--- src/rtl/ddr_guard_pkg.sv ---
package ddr_guard_pkg;

    typedef enum logic [3:0] {
        CMD_DESEL,
        CMD_IDLE,
        CMD_OPEN_ROW,
        CMD_CLOSE,
        CMD_READ,
        CMD_WRITE,
        CMD_REFRESH,
        CMD_SELF_REF,
        CMD_STOP,
        CMD_LOAD_MODE
    } ddr_cmd_e;

    typedef enum logic [3:0] {
        B_IDLE,
        B_OPENING,
        B_OPEN,
        B_RD,
        B_RD_AP,
        B_WR,
        B_WR_AP,
        B_WREC,
        B_WREC_AP,
        B_CLOSING
    } bank_st_e;

    localparam logic [3:0] ERR_NONE     = 4'd0;
    localparam logic [3:0] ERR_BANK     = 4'd1;
    localparam logic [3:0] ERR_NOT_IDLE = 4'd2;
    localparam logic [3:0] ERR_WINDOW   = 4'd3;
    localparam logic [3:0] ERR_STOP     = 4'd4;

endpackage

--- src/rtl/ddr_guard_decode.sv ---
module ddr_guard_decode
    import ddr_guard_pkg::*;
(
    input  logic     sel_n,
    input  logic     row_n,
    input  logic     col_n,
    input  logic     wr_n,
    input  logic     clk_en,
    output ddr_cmd_e cmd
);
    always_comb begin
        if (sel_n) begin
            cmd = CMD_DESEL;
        end else begin
            case ({row_n, col_n, wr_n})
                3'b111:  cmd = CMD_IDLE;
                3'b011:  cmd = CMD_OPEN_ROW;
                3'b010:  cmd = CMD_CLOSE;
                3'b101:  cmd = CMD_READ;
                3'b100:  cmd = CMD_WRITE;
                3'b001:  cmd = clk_en ? CMD_REFRESH : CMD_SELF_REF;
                3'b110:  cmd = CMD_STOP;
                default: cmd = CMD_LOAD_MODE;
            endcase
        end
    end
endmodule

--- src/rtl/ddr_guard_bank.sv ---
module ddr_guard_bank
    import ddr_guard_pkg::*;
#(
    parameter int IDX       = 0,
    parameter int BANK_W    = 2,
    parameter int T_RCD     = 3,
    parameter int T_RP      = 3,
    parameter int T_WR      = 2,
    parameter int BURST_CYC = 2,
    parameter int CNT_W     = 5
) (
    input  logic              clk,
    input  logic              rst_n,
    input  ddr_cmd_e          cmd,
    input  logic [BANK_W-1:0] bank_addr,
    input  logic              ap_bit,
    input  logic              apply_i,
    output logic              illegal_o,
    output logic              idle_o
);
    typedef struct packed {
        bank_st_e         st;
        logic [CNT_W-1:0] cnt;
    } bstate_t;

    bstate_t r_d, r_q;
    logic    hit;

    // State reached when a timed phase runs out; the new phase gets its full length.
    function automatic bstate_t follow(bank_st_e s);
        bstate_t f;
        f.st  = s;
        f.cnt = '0;
        case (s)
            B_OPENING, B_RD, B_WREC: f.st = B_OPEN;
            B_RD_AP, B_WREC_AP: begin f.st = B_CLOSING; f.cnt = CNT_W'(T_RP); end
            B_WR:               begin f.st = B_WREC;    f.cnt = CNT_W'(T_WR); end
            B_WR_AP:            begin f.st = B_WREC_AP; f.cnt = CNT_W'(T_WR); end
            B_CLOSING:          f.st = B_IDLE;
            default:            f.st = s;
        endcase
        return f;
    endfunction

    // Phase started by a command at cycle n covers n+1 .. n+len-1.
    function automatic bstate_t start(bank_st_e s, int len);
        bstate_t f;
        if (len > 1) begin
            f.st  = s;
            f.cnt = CNT_W'(len - 1);
        end else begin
            f = follow(s);
        end
        return f;
    endfunction

    function automatic logic forbidden(bank_st_e s, ddr_cmd_e c);
        logic bank_cmd;
        bank_cmd = (c == CMD_OPEN_ROW) || (c == CMD_CLOSE) || (c == CMD_READ) ||
                   (c == CMD_WRITE) || (c == CMD_STOP);
        case (s)
            B_IDLE:    return (c == CMD_READ) || (c == CMD_WRITE) || (c == CMD_STOP);
            B_OPEN:    return (c == CMD_OPEN_ROW);
            B_RD:      return (c == CMD_OPEN_ROW) || (c == CMD_WRITE);
            B_WR:      return (c == CMD_OPEN_ROW) || (c == CMD_STOP);
            B_CLOSING: return bank_cmd && (c != CMD_CLOSE);
            default:   return bank_cmd;
        endcase
    endfunction

    always_comb begin
        hit = ((cmd == CMD_CLOSE) && ap_bit) ||
              ((bank_addr == BANK_W'(IDX)) &&
               ((cmd == CMD_OPEN_ROW) || (cmd == CMD_CLOSE) || (cmd == CMD_READ) ||
                (cmd == CMD_WRITE) || (cmd == CMD_STOP)));
        illegal_o = hit && forbidden(r_q.st, cmd);
        idle_o    = (r_q.st == B_IDLE);

        r_d = r_q;
        if ((r_q.st != B_IDLE) && (r_q.st != B_OPEN)) begin
            if (r_q.cnt <= CNT_W'(1)) r_d = follow(r_q.st);
            else                      r_d.cnt = r_q.cnt - 1'b1;
        end

        if (hit && apply_i) begin
            case (cmd)
                CMD_OPEN_ROW: r_d = start(B_OPENING, T_RCD);
                CMD_READ:     r_d = start(ap_bit ? B_RD_AP : B_RD, BURST_CYC);
                CMD_WRITE:    r_d = start(ap_bit ? B_WR_AP : B_WR, BURST_CYC);
                CMD_CLOSE: begin
                    if ((r_q.st != B_IDLE) && (r_q.st != B_CLOSING))
                        r_d = start(B_CLOSING, T_RP);
                end
                CMD_STOP: begin
                    if (r_q.st == B_RD) begin
                        r_d.st  = B_OPEN;
                        r_d.cnt = '0;
                    end
                end
                default: ;
            endcase
        end
    end

    always_ff @(posedge clk) begin
        if (!rst_n) begin
            r_q.st  <= B_IDLE;
            r_q.cnt <= '0;
        end else begin
            r_q <= r_d;
        end
    end
endmodule

--- src/rtl/ddr_bank_guard.sv ---
module ddr_bank_guard
    import ddr_guard_pkg::*;
#(
    parameter int NUM_BANKS = 4,
    parameter int BURST_LEN = 4,
    parameter int T_RCD     = 3,
    parameter int T_RP      = 3,
    parameter int T_WR      = 2,
    parameter int T_RFC     = 10,
    parameter int T_MRD     = 2,
    localparam int BANK_W   = $clog2(NUM_BANKS)
) (
    input  logic              clk,
    input  logic              rst_n,
    input  logic              sel_n,
    input  logic              row_n,
    input  logic              col_n,
    input  logic              wr_n,
    input  logic              clk_en,
    input  logic [BANK_W-1:0] bank_addr,
    input  logic              ap_bit,
    output logic              err_valid,
    output logic [3:0]        err_code
);
    localparam int BURST_CYC = BURST_LEN / 2;
    localparam int CNT_W     = $clog2(T_RFC + T_RCD + T_RP + T_WR + T_MRD + BURST_CYC + 2);

    typedef struct packed {
        logic             cke;
        logic [CNT_W-1:0] win;
        logic             err;
        logic [3:0]       code;
    } top_t;

    top_t                 d, q;
    ddr_cmd_e             cmd_raw, cmd_eff;
    logic [NUM_BANKS-1:0] ill_vec, idle_vec;
    logic                 apply, win_busy, real_cmd;
    logic [3:0]           code;

    ddr_guard_decode u_dec (
        .sel_n (sel_n),
        .row_n (row_n),
        .col_n (col_n),
        .wr_n  (wr_n),
        .clk_en(clk_en),
        .cmd   (cmd_raw)
    );

    for (genvar gi = 0; gi < NUM_BANKS; gi++) begin : g_bank
        ddr_guard_bank #(
            .IDX      (gi),
            .BANK_W   (BANK_W),
            .T_RCD    (T_RCD),
            .T_RP     (T_RP),
            .T_WR     (T_WR),
            .BURST_CYC(BURST_CYC),
            .CNT_W    (CNT_W)
        ) u_bank (
            .clk      (clk),
            .rst_n    (rst_n),
            .cmd      (cmd_eff),
            .bank_addr(bank_addr),
            .ap_bit   (ap_bit),
            .apply_i  (apply),
            .illegal_o(ill_vec[gi]),
            .idle_o   (idle_vec[gi])
        );
    end

    always_comb begin
        cmd_eff  = (q.cke && clk_en) ? cmd_raw : CMD_IDLE;
        real_cmd = (cmd_eff != CMD_IDLE) && (cmd_eff != CMD_DESEL);
        win_busy = (q.win != '0);

        code = ERR_NONE;
        if (win_busy && real_cmd)
            code = ERR_WINDOW;
        else if (((cmd_eff == CMD_REFRESH) || (cmd_eff == CMD_LOAD_MODE)) && !(&idle_vec))
            code = ERR_NOT_IDLE;
        else if (|ill_vec)
            code = (cmd_eff == CMD_STOP) ? ERR_STOP : ERR_BANK;
        apply = (code == ERR_NONE);

        d      = q;
        d.cke  = clk_en;
        d.err  = (code != ERR_NONE);
        d.code = code;
        if (win_busy)
            d.win = q.win - 1'b1;
        else if (apply && (cmd_eff == CMD_REFRESH))
            d.win = CNT_W'(T_RFC > 0 ? T_RFC - 1 : 0);
        else if (apply && (cmd_eff == CMD_LOAD_MODE))
            d.win = CNT_W'(T_MRD > 0 ? T_MRD - 1 : 0);
    end

    always_ff @(posedge clk) begin
        if (!rst_n) begin
            q.cke  <= 1'b1;
            q.win  <= '0;
            q.err  <= 1'b0;
            q.code <= ERR_NONE;
        end else begin
            q <= d;
        end
    end

    assign err_valid = q.err;
    assign err_code  = q.code;
endmodule

--- config.mk ---
export PLATFORM = sky130hd
export DESIGN_NAME = ddr_bank_guard
export DESIGN_NICKNAME = d
export VERILOG_FILES = /design/src/rtl/ddr_guard_pkg.sv /design/src/rtl/ddr_guard_decode.sv /design/src/rtl/ddr_guard_bank.sv /design/src/rtl/ddr_bank_guard.sv
export SDC_FILE = /design/constraint.sdc
export NUM_CORES = 1
export LEC_CHECK = 0
export ABC_AREA = 1
export BUFFER_PORTS_ARGS = -buffer_cell sky130_fd_sc_hd__buf_2
export CORE_AREA = 2 2 107 109
export CTS_CLUSTER_DIAMETER = 40
export DETAILED_ROUTE_END_ITERATION = 7
export DIE_AREA = 0 0 109 111
export PLACE_DENSITY_LB_ADDON = 0.2
export SYNTH_ARGS = -nofsm -noshare
export SYNTH_HDL_FRONTEND = slang
export SYNTH_SLANG_ARGS = --single-unit
--- constraint.sdc ---
create_clock -name clk -period 4.8 [get_ports clk]
set_clock_uncertainty 0.15 [all_clocks]
set_input_delay 0.72 -clock clk [delete_from_list [all_inputs] [get_ports clk]]
set_output_delay 0.72 -clock clk [all_outputs]
set_load 0.03 [all_outputs]
==> impl_metrics.yaml <==
clock_tree:
  setup_fix_buffers_added_after_clock_tree_synthesis: 0
  clock_sinks: 46
  clock_tree.buffer_depth: 2
  htreeDepth: 2
  cts_clk_pin_slew_worst_paths_ns: 0.06
  ctsRootBufferMaster: "sky130_fd_sc_hd__clkbuf_16"
  cts_resized: 0
  clk_latency_ns: 0.29
  tritoncts: "yes"
  cts-buffers-inserted: 5
  post_cts_hold_buffer_count: 0
floorplanning:
  overall_die_area_mm2: 0.0121
  floorplan.initialDensity_pct: 34.0
  num_rows: 39
  placeable_core_region_mm2: 0.0111
  fp.dieW_um: 109
  die_h_um: 111
  num_io_pins: 15
critical_path:
  worst-path-max-fanout: 11
  cp.required_ns: 4.84
  worst-setup-path-type: "input port to register"
  timing.reg2reg.worst_path_depth: 12
  critical_register_to_register_path_startpoint: "g_bank[3].u_bank.r_q[8]$_SDFF_PN0_"
  setup.worst_path.end_class: "register"
  r2r_slack_ns: 2.21
  cp-start-kind: "input port"
  cp.arrival_ns: 2.90
  timing.rr.end: "g_bank[3].u_bank.r_q[3]$_SDFF_PN0_"
place:
  place_hpwl_mm: 7.63
  gpl.final_weighted_congestion: 0.889
  place.port_buffers: 13
  placed_instances: 774
grt:
  remaining_global_route_overflow: 0
  grt_pass1_wl_mm: 16.9
  grt_antenna_before_repair: 0
  grt_pass1_vias: 3600
  grt_max_degree: 29
  track_usage_pct: 17.5
drt:
  remaining_drc_errors: 0
  viasPerCell: 4.92
  first_iter_violations: 235
  postRouteAntennaNets: 0
  dr.pass1.iters: 5
  routedWlPerCell_um: 12.8
  total_wirelength_mm: 9.99
  via_count: 3847
worst_hold_path:
  timing.hold.worst_endpoint: "q[9]$_SDFFE_PN0P_"
  hp-class: "register to register"
  hp-start: "q[9]$_SDFFE_PN0P_"
  min_path_cells: 2
logic_synthesis:
  post_synth.cell_area_avg_um2: 6.00
  post_synth_cell_types: 43
  synth-seq-area-share_pct: 24.5
  mappedNetlistNets: 646
  synth_edf_count: 0
  asyncSetResetFlopFracSynth_pct: 0
  yosys_most_used_dff: "sky130_fd_sc_hd__dfxtp_1"
  synth-seq-cells: 46
  synthesis.instances: 627
  synth_warnings: 0
  mappedNetlistArea_mm2: 0.00376
final_layout:
  diodes_inserted: 0
  filler_cell_count: 1173
  areaGrowthSynthToFinish_pct: 9.41
  fin_cells: 782
  multiInputGateArea_mm2: 0.00239
  ff_latch_area_um2: 921
  finalNetCount: 657
  final_layout_size_suffix_gt1_share_pct: 10.3
  layout.core_utilization_pct: 37.2
timing:
  min_period_ns: 2.86
  fin_hold_ws_ns: 0.295
  fin_crit_sh_pct: 59.7
  tns_ns: 0
  worst_max_slew_margin_expressed_relative_to_the_limit_pct: 35.3
  worst_pin_slew_ns: 0.960
  setup_repair_after_global_routing_missed_its_margin: "no"
  final-hold-violation-count: 0
  fmax_mhz: 349
  timing.final.max_slew_violations: 0
  setup_viol_count_final: 0
power_and_ir_drop:
  powerDensity_mw_per_mm2: 356
  leakage_nw: 2.09
  report.power.total_mw: 1.46
  vdd_ir_drop_max_mv: 0.132
outcome:
  status: "finished, final reports clean"
flow_run:
  max_cap_viol_count: 0
==> layout make-up <==
cell class | count | share of cell area (%)
Clock buffer | 8 | 4.04
Multi-Input combinational cell | 466 | 58.0
Sequential cell | 46 | 22.4
Timing Repair Buffer | 13 | 1.58
Tap cell | 143 | 4.35
Inverter | 106 | 9.70
==> layer usage <==
metal,global-route usage (%),part of all wire [%],routed length [um]
met2,28.8,47,4720
met1,23.6,47,4700
met5,0,0,0
met3,2.12,3.8,381
met4,5.21,1.8,184
==> how the worst max path moves through the flow <==
stage | startpoint | endpoint | slack [ns] | depth (start not counted)
after global routing | col_n | g_bank[0].u_bank.r_q[2]$_SDFF_PN0_ | 1.71 | 17
after CTS | wr_n | g_bank[0].u_bank.r_q[2]$_SDFF_PN0_ | 1.93 | 17
after detailed placement | wr_n | g_bank[0].u_bank.r_q[2]$_SDFF_PN0_ | 1.62 | 17
final | wr_n | g_bank[3].u_bank.r_q[3]$_SDFF_PN0_ | 1.94 | 17
after global placement | wr_n | g_bank[3].u_bank.r_q[3]$_SDFF_PN0_ | 1.71 | 17
after floorplan | wr_n | g_bank[1].u_bank.r_q[2]$_SDFF_PN0_ | 2.24 | 16
==> worst max-delay path, cell delays in order <==
cell,delay (ns)
sky130_fd_sc_hd__buf_2,0.12
sky130_fd_sc_hd__inv_1,0.08
sky130_fd_sc_hd__nand2_1,0.07
sky130_fd_sc_hd__nand3_1,0.12
sky130_fd_sc_hd__nand2_4,0.11
sky130_fd_sc_hd__nand3_2,0.24
sky130_fd_sc_hd__nand3_2,0.24
sky130_fd_sc_hd__nor2_8,0.19
sky130_fd_sc_hd__a21oi_2,0.07
sky130_fd_sc_hd__nand2_1,0.09
sky130_fd_sc_hd__nand2_2,0.09
sky130_fd_sc_hd__nor2_8,0.25
sky130_fd_sc_hd__nand3_4,0.16
sky130_fd_sc_hd__inv_2,0.13
sky130_fd_sc_hd__nand2_1,0.10
sky130_fd_sc_hd__nand2_1,0.07
sky130_fd_sc_hd__inv_1,0.04
==> flip-flops by register name (all words and copies together), names as in the netlist <==
name,cells
err_valid,1
g_bank.u_bank.r_q,36
q,6
err_code,3
==> cell usage after synthesis (all sizes together), types with 7 or more instances <==
cell type,n,area share [%]
a21oi,34,5.2
buf,7,1.3
dfxtp,46,24
ha,9,3.0
inv,103,10
nand2,181,19
nand3,36,6.7
nand4,7,1.2
nor2,88,11
nor3,29,3.9
o21ai,37,4.9
xor2,9,2.1
==> through the flow <==
| step | instance area (um^2) | setup WS [ns] |
|---|---|---|
| floorplan | 3760 | 2.24 |
| detailed placement | 3950 | 1.62 |
| CTS | 4120 | 1.93 |
| global placement | 3950 | 1.71 |
| global route | 4120 | 1.71 |
| finish | 4120 | 1.94 |
==> cells by family (layout without fill, tap and decap cells) <==
family | count (synthesis) | after routing | synth area share (%)
XOR/XNOR | 11 | 11 | 2.56
other | 1 | 1 | 0.0997
AND/OR/NAND/NOR | 349 | 349 | 42.6
flip-flops | 46 | 46 | 24.5
AO/OA/AOI/OAI | 95 | 95 | 14.9
adder cells (fa/ha/maj) | 9 | 9 | 2.99
buffers and inverters | 115 | 127 | 12.1
multiplexers | 1 | 1 | 0.266
==> report_power, final <==
part	switching, mW	internal (mW)	leakage, nW
clock	0.151	0.236	0.0832
sequential	0.0452	0.438	0.374
combinational	0.394	0.200	1.63
==> layout by cell type, fill, tap and decap left out, drive strengths merged <==
master	netlist	routed
a21oi	34	34
nor3	29	29
nor4	3	3
a22o	1	1
o21bai	2	2
inv	103	103
o21ai	37	37
nand3b	1	1
mux2i	1	1
a211oi	6	6
or2	4	4
o211ai	1	1
conb	1	1
clkbuf	2	8
nand3	36	36
o21a	2	2
a31oi	3	3
nand4	7	7
xor2	9	9
o31ai	4	4
nand2	181	181
nor2	88	88
o311ai	2	2
ha	9	9
a22oi	3	3
xnor2	2	2
clkinv	3	3
buf	7	13
dfxtp	46	46
Note: power is estimated with default switching activity, not from simulation.
